$ cat src/rtl/vofc_pkg.sv
`timescale 1ns/1ps
package vofc_pkg;

    localparam int CODE_W     = 10;
    localparam int TGT_W      = 11;
    localparam int OFF_W      = 9;
    localparam int NCH        = 3;
    localparam int WIN_LEN    = 16;
    localparam int SAMP_N     = 8;
    localparam int SAMP_LG    = $clog2(SAMP_N);
    localparam int ACC_W      = CODE_W + SAMP_LG;
    localparam int ERR_W      = TGT_W + 1;
    localparam int WCNT_W     = $clog2(WIN_LEN);
    localparam int LINE_CNT_W = 9;

    localparam logic [WCNT_W-1:0] ERR_SLOT  = WCNT_W'(SAMP_N);
    localparam logic [WCNT_W-1:0] UPD_SLOT  = WCNT_W'(SAMP_N + 1);
    localparam logic [WCNT_W-1:0] LAST_SLOT = WCNT_W'(WIN_LEN - 1);

    typedef logic        [CODE_W-1:0] code_t;
    typedef logic signed [TGT_W-1:0]  target_t;
    typedef logic signed [OFF_W-1:0]  offs_t;
    typedef logic signed [ERR_W-1:0]  err_t;

    localparam offs_t OFF_MAX = offs_t'((2 ** (OFF_W - 1)) - 1);
    localparam offs_t OFF_MIN = offs_t'(-(2 ** (OFF_W - 1)));

    typedef enum logic [1:0] {
        PH_GATHER,
        PH_ERROR,
        PH_APPLY,
        PH_SETTLE
    } phase_e;

    typedef struct packed {
        logic   active;
        phase_e phase;
        logic   first;
    } slot_t;

    // Number of line syncs between updates for each rate code.
    function automatic logic [LINE_CNT_W-1:0] lines_per_update(input logic [1:0] sel);
        case (sel)
            2'd0:    lines_per_update = LINE_CNT_W'(1);
            2'd1:    lines_per_update = LINE_CNT_W'(16);
            2'd2:    lines_per_update = LINE_CNT_W'(192);
            default: lines_per_update = LINE_CNT_W'(384);
        endcase
    endfunction

    function automatic phase_e phase_of(input logic [WCNT_W-1:0] c);
        if (c < ERR_SLOT)       phase_of = PH_GATHER;
        else if (c == ERR_SLOT) phase_of = PH_ERROR;
        else if (c == UPD_SLOT) phase_of = PH_APPLY;
        else                    phase_of = PH_SETTLE;
    endfunction

    // One saturating unit step against the sign of the error.
    function automatic offs_t step_offset(input offs_t cur, input err_t e);
        if (e > 0 && cur != OFF_MIN)      step_offset = cur - offs_t'(1);
        else if (e < 0 && cur != OFF_MAX) step_offset = cur + offs_t'(1);
        else                              step_offset = cur;
    endfunction

endpackage

$ cat src/rtl/vofc_line_cadence.sv
`timescale 1ns/1ps
module vofc_line_cadence
    import vofc_pkg::*;
(
    input  logic       clk,
    input  logic       rst,
    input  logic       cal_en,
    input  logic       hsync_i,
    input  logic [1:0] rate_sel,
    input  logic       consume,
    output logic       token
);

    localparam logic [LINE_CNT_W-1:0] LINE_CEIL = LINE_CNT_W'(384);

    logic                  hs_q;
    logic                  hs_rise;
    logic [LINE_CNT_W-1:0] lines;

    assign hs_rise = hsync_i & ~hs_q;

    always_ff @(posedge clk) begin
        if (rst) begin
            hs_q  <= 1'b0;
            lines <= '0;
            token <= 1'b1;
        end else begin
            hs_q <= hsync_i;
            if (!cal_en) begin
                lines <= '0;
                token <= 1'b1;
            end else begin
                if (consume) token <= 1'b0;
                if (hs_rise) begin
                    if (lines + 1'b1 >= lines_per_update(rate_sel)) begin
                        lines <= '0;
                        token <= 1'b1;
                    end else begin
                        lines <= lines + 1'b1;
                    end
                end
            end
        end
    end


    start_token_chk: assert property (@(posedge clk) disable iff (rst)
        consume |-> token);


    line_bound_chk: assert property (@(posedge clk) disable iff (rst)
        lines < LINE_CEIL);

endmodule

$ cat src/rtl/vofc_window_seq.sv
`timescale 1ns/1ps
module vofc_window_seq
    import vofc_pkg::*;
(
    input  logic  clk,
    input  logic  rst,
    input  logic  clamp_i,
    input  logic  cal_en,
    input  logic  hold_once,
    input  logic  token,
    output logic  start,
    output logic  busy,
    output slot_t slot
);

    logic              clamp_q;
    logic              clamp_fall;
    logic              done_once;
    logic [WCNT_W-1:0] wcnt;

    assign clamp_fall = clamp_q & ~clamp_i;
    assign start      = clamp_fall & cal_en & token & ~busy & ~(hold_once & done_once);

    always_ff @(posedge clk) begin
        if (rst) begin
            clamp_q   <= 1'b0;
            busy      <= 1'b0;
            wcnt      <= '0;
            done_once <= 1'b0;
        end else begin
            clamp_q <= clamp_i;
            if (start) begin
                busy <= 1'b1;
                wcnt <= '0;
            end else if (busy) begin
                wcnt <= wcnt + 1'b1;
                if (wcnt == LAST_SLOT) begin
                    busy <= 1'b0;
                    if (hold_once) done_once <= 1'b1;
                end
            end
            if (!hold_once || !cal_en) done_once <= 1'b0;
        end
    end

    always_comb begin
        slot.active = busy;
        slot.phase  = phase_of(wcnt);
        slot.first  = (wcnt == '0);
    end


    clamp_ignore_chk: assert property (@(posedge clk) disable iff (rst)
        (busy && clamp_fall && wcnt != LAST_SLOT) |=> (busy && wcnt == $past(wcnt) + 1'b1));

endmodule

$ cat src/rtl/vofc_chan_corr.sv
`timescale 1ns/1ps
module vofc_chan_corr
    import vofc_pkg::*;
(
    input  logic    clk,
    input  logic    rst,
    input  slot_t   slot,
    input  code_t   code,
    input  target_t target,
    output offs_t   offs
);

    logic [ACC_W-1:0] acc;
    err_t             err;

    always_ff @(posedge clk) begin
        if (rst) begin
            acc  <= '0;
            err  <= '0;
            offs <= '0;
        end else if (slot.active) begin
            case (slot.phase)
                PH_GATHER: acc  <= slot.first ? ACC_W'(code) : acc + ACC_W'(code);
                PH_ERROR:  err  <= err_t'({1'b0, acc[ACC_W-1:SAMP_LG]}) - err_t'(target);
                PH_APPLY:  offs <= step_offset(offs, err);
                default:   ;
            endcase
        end
    end


    off_slot_chk: assert property (@(posedge clk) disable iff (rst)
        !$stable(offs) |-> $past(slot.active && slot.phase == PH_APPLY));


    off_step_chk: assert property (@(posedge clk) disable iff (rst)
        !$stable(offs) |-> (offs == $past(offs) + 1 || offs == $past(offs) - 1));

endmodule

$ cat src/rtl/video_offset_cal.sv
`timescale 1ns/1ps
module video_offset_cal
    import vofc_pkg::*;
(
    input  logic              clk,
    input  logic              rst,
    input  logic              clamp_i,
    input  logic              hsync_i,
    input  logic              cal_en,
    input  logic              hold_once,
    input  logic [1:0]        rate_sel,
    input  logic [9:0]        ch0_code,
    input  logic [9:0]        ch1_code,
    input  logic [9:0]        ch2_code,
    input  logic signed [10:0] ch0_target,
    input  logic signed [10:0] ch1_target,
    input  logic signed [10:0] ch2_target,
    output logic signed [8:0] ch0_offs,
    output logic signed [8:0] ch1_offs,
    output logic signed [8:0] ch2_offs,
    output logic              busy
);

    localparam logic [WCNT_W:0] RUN_FULL = WIN_LEN[WCNT_W:0];

    logic    token;
    logic    start;
    slot_t   slot;
    code_t   codes   [NCH];
    target_t targets [NCH];
    offs_t   offs    [NCH];

    assign codes[0]   = ch0_code;
    assign codes[1]   = ch1_code;
    assign codes[2]   = ch2_code;
    assign targets[0] = ch0_target;
    assign targets[1] = ch1_target;
    assign targets[2] = ch2_target;
    assign ch0_offs   = offs[0];
    assign ch1_offs   = offs[1];
    assign ch2_offs   = offs[2];

    vofc_line_cadence u_cadence (
        .clk      (clk),
        .rst      (rst),
        .cal_en   (cal_en),
        .hsync_i  (hsync_i),
        .rate_sel (rate_sel),
        .consume  (start),
        .token    (token)
    );

    vofc_window_seq u_seq (
        .clk       (clk),
        .rst       (rst),
        .clamp_i   (clamp_i),
        .cal_en    (cal_en),
        .hold_once (hold_once),
        .token     (token),
        .start     (start),
        .busy      (busy),
        .slot      (slot)
    );

    for (genvar gi = 0; gi < NCH; gi++) begin : g_chan
        vofc_chan_corr u_chan (
            .clk    (clk),
            .rst    (rst),
            .slot   (slot),
            .code   (codes[gi]),
            .target (targets[gi]),
            .offs   (offs[gi])
        );
    end

    logic [WCNT_W:0] busy_run;

    always_ff @(posedge clk) begin
        if (rst)       busy_run <= '0;
        else if (busy) busy_run <= busy_run + 1'b1;
        else           busy_run <= '0;
    end


    busy_len_chk: assert property (@(posedge clk) disable iff (rst)
        $fell(busy) |-> busy_run == RUN_FULL);


    busy_cap_chk: assert property (@(posedge clk) disable iff (rst)
        busy |-> busy_run < RUN_FULL);

endmodule

$ cat config.mk
export PLATFORM = sky130hd
export DESIGN_NAME = video_offset_cal
export DESIGN_NICKNAME = d
export VERILOG_FILES = /design/src/rtl/vofc_pkg.sv /design/src/rtl/vofc_line_cadence.sv /design/src/rtl/vofc_window_seq.sv /design/src/rtl/vofc_chan_corr.sv /design/src/rtl/video_offset_cal.sv
export SDC_FILE = /design/constraint.sdc
export NUM_CORES = 1
export LEC_CHECK = 0
export BUFFER_PORTS_ARGS = -buffer_cell sky130_fd_sc_hd__buf_4
export CAP_MARGIN = 40
export CORE_MARGIN = 4
export CORE_UTILIZATION = 28
export DETAILED_ROUTE_END_ITERATION = 10
export GPL_ROUTABILITY_DRIVEN = 0
export SYNTH_ARGS = -nofsm -noshare
export SYNTH_HDL_FRONTEND = slang
export SYNTH_SLANG_ARGS = --single-unit
export TNS_END_PERCENT = 20
$ cat constraint.sdc
create_clock -name clk -period 2.9 [get_ports clk]
set_input_delay 0.58 -clock clk [delete_from_list [all_inputs] [get_ports clk]]
set_output_delay 0.58 -clock clk [all_outputs]
set_load 0.02 [all_outputs]
Yosys cells after proc, flatten, opt, wreduce, memory -nomap -nowiden
Index checks and enable logic that the tools add are counted.

Register bits after elaboration: 120. Latch bits: 0. Memory bits (writable): 0. ROM bits: 0. Input port bits: 71. Logic and storage cells: 111. Memories: 0.

Add/sub/neg operators: 14. Multipliers: 0. Div/mod/pow operators: 0. $lt $le $gt $ge: 8. Equal/unequal tests: 13. Shift operators: 0. Mux-type cells: 23. Bitwise operators: 13. Reduce and logical (&&, ||, !) cells: 24.

Operator list (count): $mux W9 (10); $ne A9 B9 Y1 const B (6); $add A13 B10 Y13 (3); $mux W13 (3); $gt A12 B1 Y1 const B (3); $lt A12 B1 Y1 const B (3); $sub A11 B11 Y12 (3); $add A9 B2 Y9 const B (3); $pmux W9 S3 (1); $sub A9 B2 Y9 const B (3); $eq A4 B4 Y1 const B (3); $add A9 B1 Y9 const B (1); $ge A9 B9 Y1 (1); $reduce_and A3 Y1 (3); $and A1 B1 Y1 (7); $mux W1 (7); $logic_and A1 B1 Y1 (6); $not A1 Y1 (6); $reduce_bool A2 Y1 (3); $reduce_or A2 Y1 (3); $add A4 B1 Y4 const B (1); $eq A2 B1 Y1 const B (2); $eq A2 B2 Y1 const B (2); $logic_not A2 Y1 (2); other kinds (7) (10).

Logic depth before layout (Yosys ltp)
Gate-level depths: netlist of run 1.

Word-level depth: 9. Gate-level depth with buffers: 12. Mapped depth without buffers: 12.

By module
Synthesis of run 1 repeated with hierarchy kept, for this count alone.

Cell total of the unflattened synthesis: 1090. Area, all modules: 8994.9 um^2.

Modules (own cells, without submodules): vofc_chan_corr (g_chan[1].u_chan ...) (instances 2, cells each 321, area each 2623.8 um^2, sequential area each 680.7 um^2); vofc_chan_corr (g_chan[0].u_chan) (instances 1, cells each 320, area each 2628.8 um^2, sequential area each 680.7 um^2); vofc_line_cadence (instances 1, cells each 88, area each 738.2 um^2, sequential area each 220.2 um^2); vofc_window_seq (instances 1, cells each 40, area each 380.4 um^2, sequential area each 140.1 um^2).

Least setup slack after synthesis of run 1
Ideal clock, no wire load.

Kind: register -> register. From: reg u_cadence.lines[0]. To: reg u_cadence.lines[3]. Library setup time: 0.085 ns. Arrival time: 2.718 ns. Required time: 2.815 ns. Path slack: 0.097 ns. Cell stages (with the launch flop): 13. Buffers on the path: 0. Clock period less this slack: 2.803 ns. Cell sequence: dfxtp_1 > ha_1 > and3_1 > and3_1 > nand3_1 > xnor2_1 > ha_1 > nor2_1 > nor2_1 > a21o_1 > a21oi_1 > o211ai_1 > o31ai_2.

Word-level cells in the longest chain between the ends: 3.

Ends and longest elaborated chain: start, declared (line vofc_line_cadence.sv:18) `logic [LINE_CNT_W-1:0] lines;`; start signal, assigned (line vofc_line_cadence.sv:39) `lines <= lines + 1'b1;`; $add A9 B1 Y9 * (line vofc_line_cadence.sv:35, vofc_line_cadence.sv:39); $ge A9 B9 Y1 (line vofc_line_cadence.sv:35) `if (lines + 1'b1 >= lines_per_update(rate_sel)) begin`; $mux W9 * (line vofc_line_cadence.sv:35).

Mark *: on every way between the ends. The rest lies on a longest branch, timed or not. A chain may end at the register's enable or synchronous reset.

Worst setup path after layout of run 1
From: reg u_cadence.lines[1]. To: reg u_cadence.lines[3].

The elaborated chain is that of the path after synthesis.

==> results of run 1 <==
[worst min-delay path by stage]
stage	start	end	slack, ns
after floorplan	u_cadence.token	u_cadence.token	0.42
after global placement	u_cadence.token	u_cadence.token	0.43
after detailed placement	u_cadence.token	u_cadence.token	0.44
after CTS	clamp_i	u_seq.clamp_q	0.38
after global routing	clamp_i	u_seq.clamp_q	0.38
final	clamp_i	u_seq.clamp_q	0.40
[critical path: cells and delay by family, from the launching register on]
| kind | cells | cell delay, ns |
|---|---|---|
| buffers and inverters | 1 | 0.20 |
| and+or+nand+nor | 5 | 0.77 |
| AOI/OAI and AO/OA | 4 | 0.57 |
| xor gates and xnor gates | 1 | 0.17 |
| DFF | 1 | 0.43 |
| adders and majority gates | 2 | 0.50 |
[final cells by class]
class | count | area share
multi-input combinational | 874 | 0.560
tap | 396 | 0.0458
inverter | 65 | 0.0226
timing repair buffer | 136 | 0.0944
clock inverter | 11 | 0.0137
clock buffer | 20 | 0.0413
sequential | 120 | 0.222
[per-layer routing]
metal | track usage | part of all wire
met5 | 0 | 0
met4 | 0.0432 | 0.022
met3 | 0.0275 | 0.043
met2 | 0.221 | 0.44
met1 | 0.189 | 0.50
[cell families after synthesis]
kind of cell / Yosys count / synth area share
AOI/OAI and AO/OA: 270 / 0.213
adders and majority gates: 99 / 0.148
DFF: 120 / 0.273
and+or+nand+nor: 419 / 0.230
xor gates and xnor gates: 57 / 0.0567
muxes: 29 / 0.0338
buffers and inverters: 106 / 0.0460
[stage by stage]
| stage | setup slack [ns] | hold slack (ns) | utilization |
|---|---|---|---|
| after floorplan | 0.0972 | 0.423 | - |
| after global placement | 0.142 | 0.433 | 0.330 |
| after detailed placement | 0.0890 | 0.436 | 0.330 |
| after CTS | 0.0620 | 0.378 | 0.349 |
| after global routing | -0.0220 | 0.381 | 0.351 |
| final | 0.204 | 0.396 | 0.351 |
[cell usage after synthesis, types with 15 or more instances]
cell type and count:
a211oi_1 41, a21oi_1 57, a311oi_1 15, clkbuf_1 31, dfxtp_1 120, ha_1 90
inv_1 64, mux2i_1 23, nand2_1 90, nand3_1 54, nor2_1 124, nor2b_1 24
nor3_1 46, nor4_1 22, o211ai_1 21, o21ai_0 25, o21ai_1 19, xnor2_1 38
xor2_1 19
[flip-flops by register name, indices dropped and copies added (netlist names)]
| register | cells |
|---|---|
| g_chan.u_chan.acc | 39 |
| u_cadence.hs_q | 1 |
| g_chan.u_chan.err | 36 |
| u_cadence.token | 1 |
| u_seq.wcnt | 4 |
| u_seq.busy | 1 |
| u_seq.done_once | 1 |
| g_chan.u_chan.offs | 27 |
| u_cadence.lines | 9 |
| u_seq.clamp_q | 1 |
[power groups by stage]
stage / logic, uW / registers (uW) / clock network (uW)
floorplan: 604 / 1820 / 0
global placement: 828 / 1850 / 0
detailed placement: 843 / 1860 / 0
CTS: 848 / 1820 / 2230
global route: 958 / 1840 / 2300
finish: 846 / 1820 / 2180
[timing repair]
action | in CTS | in global routing
resized for setup | 0 | 10
setup buffers | 0 | 0
endpoints found under the setup margin | 0 | 10
==> summary.txt, run 1 <==
Final setup TNS: 0 ns
Worst-skew pair later-pin latency: 0.42 ns
Share of layout cells above drive strength 1: 0.152
Storage cell area: 2400 um^2
Ys Warns: 0
Syn nets: 1270
Area Growth Syn to Fin: 22.8%
Top-area cell type share of the netlist area: 0.273
Initial antenna violation count: 0
Crit path required time: 3.24 ns
CTS sink count: 120
R2R depth: 13
Setup-failing EPs final: 0
Total chip power: 4840 uW
Die Height: 185 um
First-pass GRT wire length: 39.0 mm
Die Area: 34300 um^2
Pleak: 0.00457 uW
Worst slew margin: 0.513
H-tree depth: 4
Ys flop type: dfxtp_1
Worst Setup EP: u_cadence.lines[3]
Reg2reg end: u_cadence.lines[3]
Register bit total from synthesis: 120
Max Clock Skew: 0.0155 ns
Post-Syn Instances: 1100
Post-CTS Hold Fix Bufs: 0
Most common cell after layout, fill and taps aside: buf_4
Synth area leaders: dfxtp_1 27%, ha_1 13%, nor2_1 5.3%
Final Max Slew Viols: 0
CP arrival: 3.03 ns
Net Sw Frac: 0.282
CP Launch Type: flip-flop
Root buffer cell: clkbuf_16
Hold Vio Cnt, Final: 0
Fmax: 371 MHz
Crit Path Class: flip-flop to flip-flop
Sequential share of the synthesized area: 0.273
Initial Util: 0.286
Worst vdd ir: 372 uV
Core region area: 30800 um^2
Reg2Reg Setup Slack: 0.20 ns
Final min period: 2.70 ns
Final nets: 1384
Count of cell types in the netlist: 66
Gr ovfl total: 0
Reg2reg start: u_cadence.lines[1]
DPL Wire Length: 18.7 mm
DRT antenna net count: 0
Syn Area/Cell: 8.00 um^2
Placed instance area: 10200 um^2
Drt initial violations: 426
GRT Total Usage: 0.138
Status: finished clean
Worst hold path depth: 2
CP endpoint kind: flip-flop
Worst-path clk slew: 0.06 ns
Highest-count cells in the layout ignoring fill and taps: 136 x buf_4, 123 x nor2_1, 119 x dfxtp_1
Placed Cells: 1591
Crit path launch: u_cadence.lines[1]
Antenna diodes: 0
Via-to-Cell Ratio: 5.10
Ports: 99
Post-Layout Inst Area: 10800 um^2
Max incr delay on CP: 0.43 ns
Die width: 185 um
CTS Buf Count: 17
Max cap viols: 0
Vias in the first global route: 7811
Port Buffer Count: 98
Filler instances: 3210
Multi-input logic area: 6060 um^2
Post-synthesis async set-or-reset flop share: 0
Post-Syn Area: 8800 um^2
CTS tree: built
Largest net degree at the start of global routing: 43
Slew @ Worst Pin: 0.730 ns
Sequential Power Share: 0.376
Clock power share: 0.450
CP max stage cell: dfxtp_1
Cell type with the largest total area after synthesis: dfxtp_1
Psw: 1370 uW
Min-delay worst type: input pin to flip-flop
Post-synth EDFFs: 0
Tcrit/Tclk final: 0.930
RSZ-0062 raised after global routing: yes
Non-filler cells, final: 1622
WL final: 23.9 mm
DR vias: 8280
CP Cell Sequence: ha_4 > and3_1 > and3_1 > nand3_1 > xnor2_1 > ha_1 > nor2_1 > nor2_1 > a21o_1 > a21oi_1 > buf_4 > o211ai_1 > o31ai_2
Logic gate share of total power: 0.175
PwrDens: 448 nW/um^2
Row count: 64
Internal power: 3480 uW
CP Max Fanout: 7
TritonRoute pass-1 iters: 5
Wire length per cell: 14.7 um
Drt drc: 0
CTS max path bufs: 2
No activity file was read; power rests on OpenSTA's default activity.
==> run 2: changes to the inputs <==
CAP_MARGIN = 20   (was 40)
CORE_ASPECT_RATIO = 1.75   (was not set)
==> run 2 against run 1 <==
  * Wire length increased by 2.3%
  * Final area unchanged
  * Global-route usage increased by 0.57 points
  * Sequential power about the same
  * Clock-buffer cell count decreased by 1
  * Maximum frequency decreased by 0.50%
  * Worst hold slack got worse by 0.016 ns
  * Final cell count decreased by 0.68%
  * Non-clock buffer count decreased by 7
  * Clock power increased by 8%
  * Die area increased by 0.33%
  * Critical path type unchanged
  * Critical endpoint is now g_chan[1].u_chan.offs[8]
  * Largest power group unchanged
  * Highest routed layer unchanged
==> summary.txt, run 2 (synthesis gave the netlist of run 1 again) <==
Worst slew margin: 0.574 (+0.0613)
Worst-skew pair later-pin latency: 0.44 ns (+0.02 ns)
Via-to-Cell Ratio: 5.17 (+1.3%)
Worst Setup EP: g_chan[1].u_chan.offs[8]
Root buffer cell: clkbuf_16
Largest net degree at the start of global routing: 78 (+81%)
Worst vdd ir: 403 uV (+8.3%)
Reg2reg end: g_chan[1].u_chan.offs[8]
Drt initial violations: 388 (-8.9%)
Met3 Usage GRT: 0.0257 (-0.00182)
RSZ-0062 raised after global routing: no
Vias in the first global route: 8391 (+7.4%)
DR vias: 8332 (+0.63%)
Worst hold path depth: 2 (unchanged)
TritonRoute pass-1 iters: 5 (unchanged)
Die width: 142 um (-23%)
CP Depth: 10 (-3)
PwrDens: 464 nW/um^2 (+3.5%)
Crit path required time: 3.21 ns (-0.03 ns)
Slew @ Worst Pin: 0.638 ns (-0.0920 ns)
Final nets: 1377 (-0.51%)
Crit path launch: g_chan[1].u_chan.offs[4]
CP endpoint kind: flip-flop
Drt drc: 0 (unchanged)
Most Crowded Layer GR: met2
Die Height: 243 um (+31%)
Fmax: 369 MHz (-0.50%)
Buffers & Inverters on Critical Path: 0 (-1)
DRT antenna net count: 0 (unchanged)
H-tree depth: 4 (unchanged)
Status: finished clean
Met1 GRT Util: 0.152 (-0.0374)
# Post-CTS Setup Buffers: 0 (unchanged)
Non-filler cells, final: 1611 (-0.68%)
Max incr delay on CP: 0.45 ns (+0.02 ns)
Largest Register: g_chan.u_chan.acc
Most common cell after layout, fill and taps aside: buf_4
CP Cell Sequence: nor4_1 > nand4_1 > and2_1 > fa_1 > a21oi_1 > o211ai_1 > o41ai_2 > mux2i_1 > xnor2_1 > nor2_1
R2R depth: 10 (-3)
DPL Wire Length: 19.2 mm (+2.9%)
CP Launch Type: flip-flop
Antenna diodes: 0 (unchanged)
Final min period: 2.71 ns (+0.0135 ns)
Initial Util: 0.284 (-0.00110)
Number of flip-flops in the largest register: 39 (unchanged)
Net Sw Frac: 0.273 (-0.00911)
Ports: 99 (unchanged)
CTS Buf Count: 17 (unchanged)
Pleak: 0.00456 uW (-0.32%)
Logic gate share of total power: 0.170 (-0.005)
Die Area: 34500 um^2 (+0.33%)
CP arrival: 3.02 ns (about the same)
Worst-path clk slew: 0.06 ns (about the same)
Psw: 1370 uW (+0.20%)
CTS tree: built
Wire length per cell: 15.1 um (+3.0%)
Post-CTS Hold Fix Bufs: 0 (unchanged)
Setup-failing EPs final: 0 (unchanged)
Delay-heaviest family, CP: simple AND/OR/NAND/NOR gates
Met2 usage: 0.271 (+0.0500)
Gr ovfl total: 0 (unchanged)
Port Buffer Count: 98 (unchanged)
Row count: 85 (+33%)
Max Clock Skew: 0.0126 ns (-0.00292 ns)
Highest-count cells in the layout ignoring fill and taps: 127 x buf_4, 123 x nor2_1, 119 x dfxtp_1
Top flop regs: g_chan.u_chan.acc x39, g_chan.u_chan.err x36, g_chan.u_chan.offs x27
Filler instances: 3188 (-0.69%)
Min-delay worst type: input pin to flip-flop
Reg2reg start: g_chan[1].u_chan.offs[4]
Final setup TNS: 0 ns (unchanged)
Share of layout cells above drive strength 1: 0.148 (-0.00335)
Area Growth Syn to Fin: 22.8% (unchanged)
Final Max Slew Viols: 0 (unchanged)
Total chip power: 5020 uW (+3.5%)
GRT Total Usage: 0.144 (+0.00565)
Tcrit/Tclk final: 0.934 (+0.00467)
Max cap viols: 0 (unchanged)
CTS max path bufs: 2 (unchanged)
CTS sink count: 120 (unchanged)
Min Hold Slack: 0.380 ns (-0.0156 ns)
WL final: 24.4 mm (+2.3%)
CP max stage cell: fa_1
Clock power share: 0.468 (+0.018)
Sequential Power Share: 0.362 (-0.014)
Reg2Reg Setup Slack: 0.19 ns (about the same)
Hold Vio Cnt, Final: 0 (unchanged)
Placed Cells: 1579 (-0.75%)
Internal power: 3650 uW (+4.9%)
Initial antenna violation count: 0 (unchanged)
Core region area: 30900 um^2 (+0.39%)
CP Max Fanout: 8 (+1)
Crit Path Class: flip-flop to flip-flop
First-pass GRT wire length: 40.5 mm (+4.0%)
run 2: final cells by class:
class	instances	area, um^2	share of cell area
Multi-Input combinational cell	874	6040	0.558
Sequential cell	120	2400	0.222
Timing Repair Buffer	129	993	0.0919
Tap cell	391	489	0.0452
Clock buffer	19	443	0.0410
Inverter	65	244	0.0226
Clock inverter	13	201	0.0186
run 2: through the flow:
stage | utilization | setup slack, ns | instance area, um^2
after global routing | 0.349 | 0.00108 | 10800
after CTS | 0.348 | 0.101 | 10800
after floorplan | - | 0.0972 | 8800
after detailed placement | 0.327 | 0.104 | 10100
after global placement | 0.327 | 0.134 | 10100
final | 0.349 | 0.191 | 10800
run 2: repair_timing:
item	4_1_cts	5_1_grt
setup endpoints to repair	0	11
resized for setup	0	9
endpoints found under the hold margin	0	0
run 2: worst min path at each step:
stage,endpoint,start
6_report,u_cadence.hs_q,hsync_i
3_5_place_dp,u_cadence.token,u_cadence.token
5_1_grt,u_cadence.hs_q,hsync_i
3_3_place_gp,g_chan[1].u_chan.err[7],g_chan[1].u_chan.err[7]
2_1_floorplan,u_cadence.token,u_cadence.token
4_1_cts,u_seq.done_once,hold_once
run 2: layer usage:
layer | vias to the layer above | routed length, um
li1 | 4241 | -
met1 | 3910 | 9600
met2 | 137 | 13100
met3 | 44 | 810
met4 | 0 | 863
met5 | - | 0
run 2: power groups by stage:
stage	registers [uW]	logic (uW)	clock network [uW]
after floorplan	1820	604	0
after global placement	1850	833	0
after detailed placement	1850	851	0
after CTS	1810	857	2410
after global routing	1830	963	2470
final	1820	852	2350
==> run 3: changes to the inputs <==
CORE_ASPECT_RATIO = 0.9   (was 1.75)
==> run 3 against run 2 <==
  * Clock-buffer cell count is 4 higher
  * Core utilization fell by 0.21 points
  * Critical path depth did not move
  * Sequential power about the same
  * Sequential share of layout area increased by 0.094 points
  * Die area down 0.32%
  * Flip-flop and latch count is the same
  * Setup slack got worse by 0.0080 ns
  * Non-clock buffer count is 2 higher
  * Final cell count grew 1.1%
  * Global-route usage fell by 0.46 points
  * Critical path type unchanged
  * Critical endpoint unchanged
  * Largest cell class unchanged
==> summary.txt, run 3 (synthesis gave the netlist of run 1 again) <==
Crit path required time: 3.19 ns (-0.02 ns)
Final nets: 1379 (+0.15%)
DRT antenna net count: 0 (unchanged)
DPL Wire Length: 18.6 mm (-3.1%)
Die Area: 34300 um^2 (-0.32%)
Drt initial violations: 321 (-17%)
Drt drc: 0 (unchanged)
PwrDens: 442 nW/um^2 (-4.7%)
Top flop regs: g_chan.u_chan.acc x39, g_chan.u_chan.err x36, g_chan.u_chan.offs x27
Crit Path Class: flip-flop to flip-flop
Placed Cells: 1599 (+1.3%)
Area Growth Syn to Fin: 22.3%
CTS tree: built
Non-filler cells, final: 1629 (+1.1%)
Most common cell after layout, fill and taps aside: buf_4
CP arrival: 3.01 ns (about the same)
Met2 usage: 0.222 (-0.0484)
Post-CTS Hold Fix Bufs: 0 (unchanged)
Final Max Slew Viols: 0 (unchanged)
CP endpoint kind: flip-flop
Core region area: 31000 um^2 (+0.13%)
Worst-skew pair later-pin latency: 0.42 ns (-0.02 ns)
Die Height: 176 um (-27%)
Worst vdd ir: 401 uV (-0.39%)
Final core utilization: 0.347 (-0.00209)
Met1 GRT Util: 0.192 (+0.0405)
Die width: 195 um (+37%)
Initial Util: 0.284 (-0.000356)
H-tree depth: 4 (unchanged)
Number of flip-flops in the largest register: 39 (unchanged)
Max incr delay on CP: 0.44 ns (about the same)
# Post-CTS Setup Buffers: 0 (unchanged)
Ports: 99 (unchanged)
WL final: 24.3 mm (-0.53%)
Row count: 61 (-28%)
Post_cts resized: 0 (unchanged)
Wire length per cell: 14.9 um (-1.6%)
Min Hold Slack: 0.393 ns (+0.0128 ns)
Most Crowded Layer GR: met2
Worst slew margin: 0.565 (-0.00928)
Buffers & Inverters on Critical Path: 0 (unchanged)
CTS sink count: 120 (unchanged)
Largest net degree at the start of global routing: 44 (-44%)
Min-delay worst type: input pin to flip-flop
RSZ-0062 raised after global routing: yes
CP max stage cell: fa_1
CP Cell Sequence: nor4_2 > nand4_1 > and2_1 > fa_1 > a21oi_1 > o211ai_1 > o41ai_2 > mux2i_1 > xnor2_1 > nor2_1
CTS max path bufs: 2 (unchanged)
Initial antenna violation count: 0 (unchanged)
Largest Register: g_chan.u_chan.acc
Hold Vio Cnt, Final: 0 (unchanged)
Post-Layout Inst Area: 10800 um^2 (-0.47%)
Max Clock Skew: 0.0172 ns (+0.00457 ns)
Worst-path clk slew: 0.06 ns (about the same)
Placed instance area: 10100 um^2 (+0.12%)
Highest-count cells in the layout ignoring fill and taps: 131 x buf_4, 122 x nor2_1, 120 x dfxtp_1
Vias in the first global route: 7765 (-7.5%)
Delay-heaviest family, CP: simple AND/OR/NAND/NOR gates
Pleak: 0.00454 uW (-0.30%)
Port Buffer Count: 98 (unchanged)
Fmax: 368 MHz (-0.29%)
CP Max Fanout: 3 (-5)
TritonRoute pass-1 iters: 4 (-1)
Status: finished clean
Max cap viols: 0 (unchanged)
Met3 Usage GRT: 0.0313 (+0.00562)
First-pass GRT wire length: 39.4 mm (-2.6%)
Setup-failing EPs final: 0 (unchanged)
Root buffer cell: clkbuf_16
GRT Total Usage: 0.140 (-0.00460)
CTS Buf Count: 17 (unchanged)
Via-to-Cell Ratio: 5.04 (-2.5%)
Final min period: 2.72 ns (+0.00798 ns)
Gr ovfl total: 0 (unchanged)
Antenna diodes: 0 (unchanged)
CP Launch Type: flip-flop
Slew @ Worst Pin: 0.652 ns (+0.0139 ns)
DR vias: 8213 (-1.4%)
Share of layout cells above drive strength 1: 0.149 (+0.000820)
Tcrit/Tclk final: 0.937 (+0.00275)
## run 3: worst paths after layout
check                           startpoint                  endpoint  slack, ns  cells past startpoint
hold reg to reg    g_chan[1].u_chan.err[7]   g_chan[1].u_chan.err[7]       0.45                      2
setup reg to reg  g_chan[1].u_chan.offs[2]  g_chan[1].u_chan.offs[8]       0.18                     10
setup / recovery  g_chan[1].u_chan.offs[2]  g_chan[1].u_chan.offs[8]       0.18                     10
hold / removal                   hold_once           u_seq.done_once       0.39                      3
## run 3: per-stage QoR
stage	setup WS, ns	total power (uW)	TNS [ns]
floorplan	0.0972	2420	0
global placement	0.136	2670	0
detailed placement	0.0517	2700	0
CTS	0.0335	4810	0
global route	-0.0137	5000	-0.0137
finish	0.183	4760	0
## run 3: worst min-delay path, stage by stage
cell,delay [ns]
buf_4,0.11
nand2_1,0.05
nor2_1,0.03
## run 3: metal layers
layer / wire (um) / vias to the layer above
met5: 0 / -
met4: 342 / 0
met3: 1050 / 20
met2: 10800 / 134
met1: 12100 / 3815
li1: - / 4244
## run 3: where the power goes
group	internal [uW]	switching, uW	total, uW	leakage, uW
Sequential	1720	109	1820	0.000971
Combinational	388	454	843	0.00329
Clock	1300	787	2090	0.000279
Total	3410	1350	4760	0.00454
## run 3: area by class of cell
class / count / area, um^2
Clock inverter: 7 / 67.6
Tap cell: 409 / 512
Clock buffer: 23 / 508
Sequential cell: 120 / 2400
Multi-Input combinational cell: 874 / 6050
Timing Repair Buffer: 131 / 983
Fill cell: 3261 / 20200
Inverter: 65 / 244
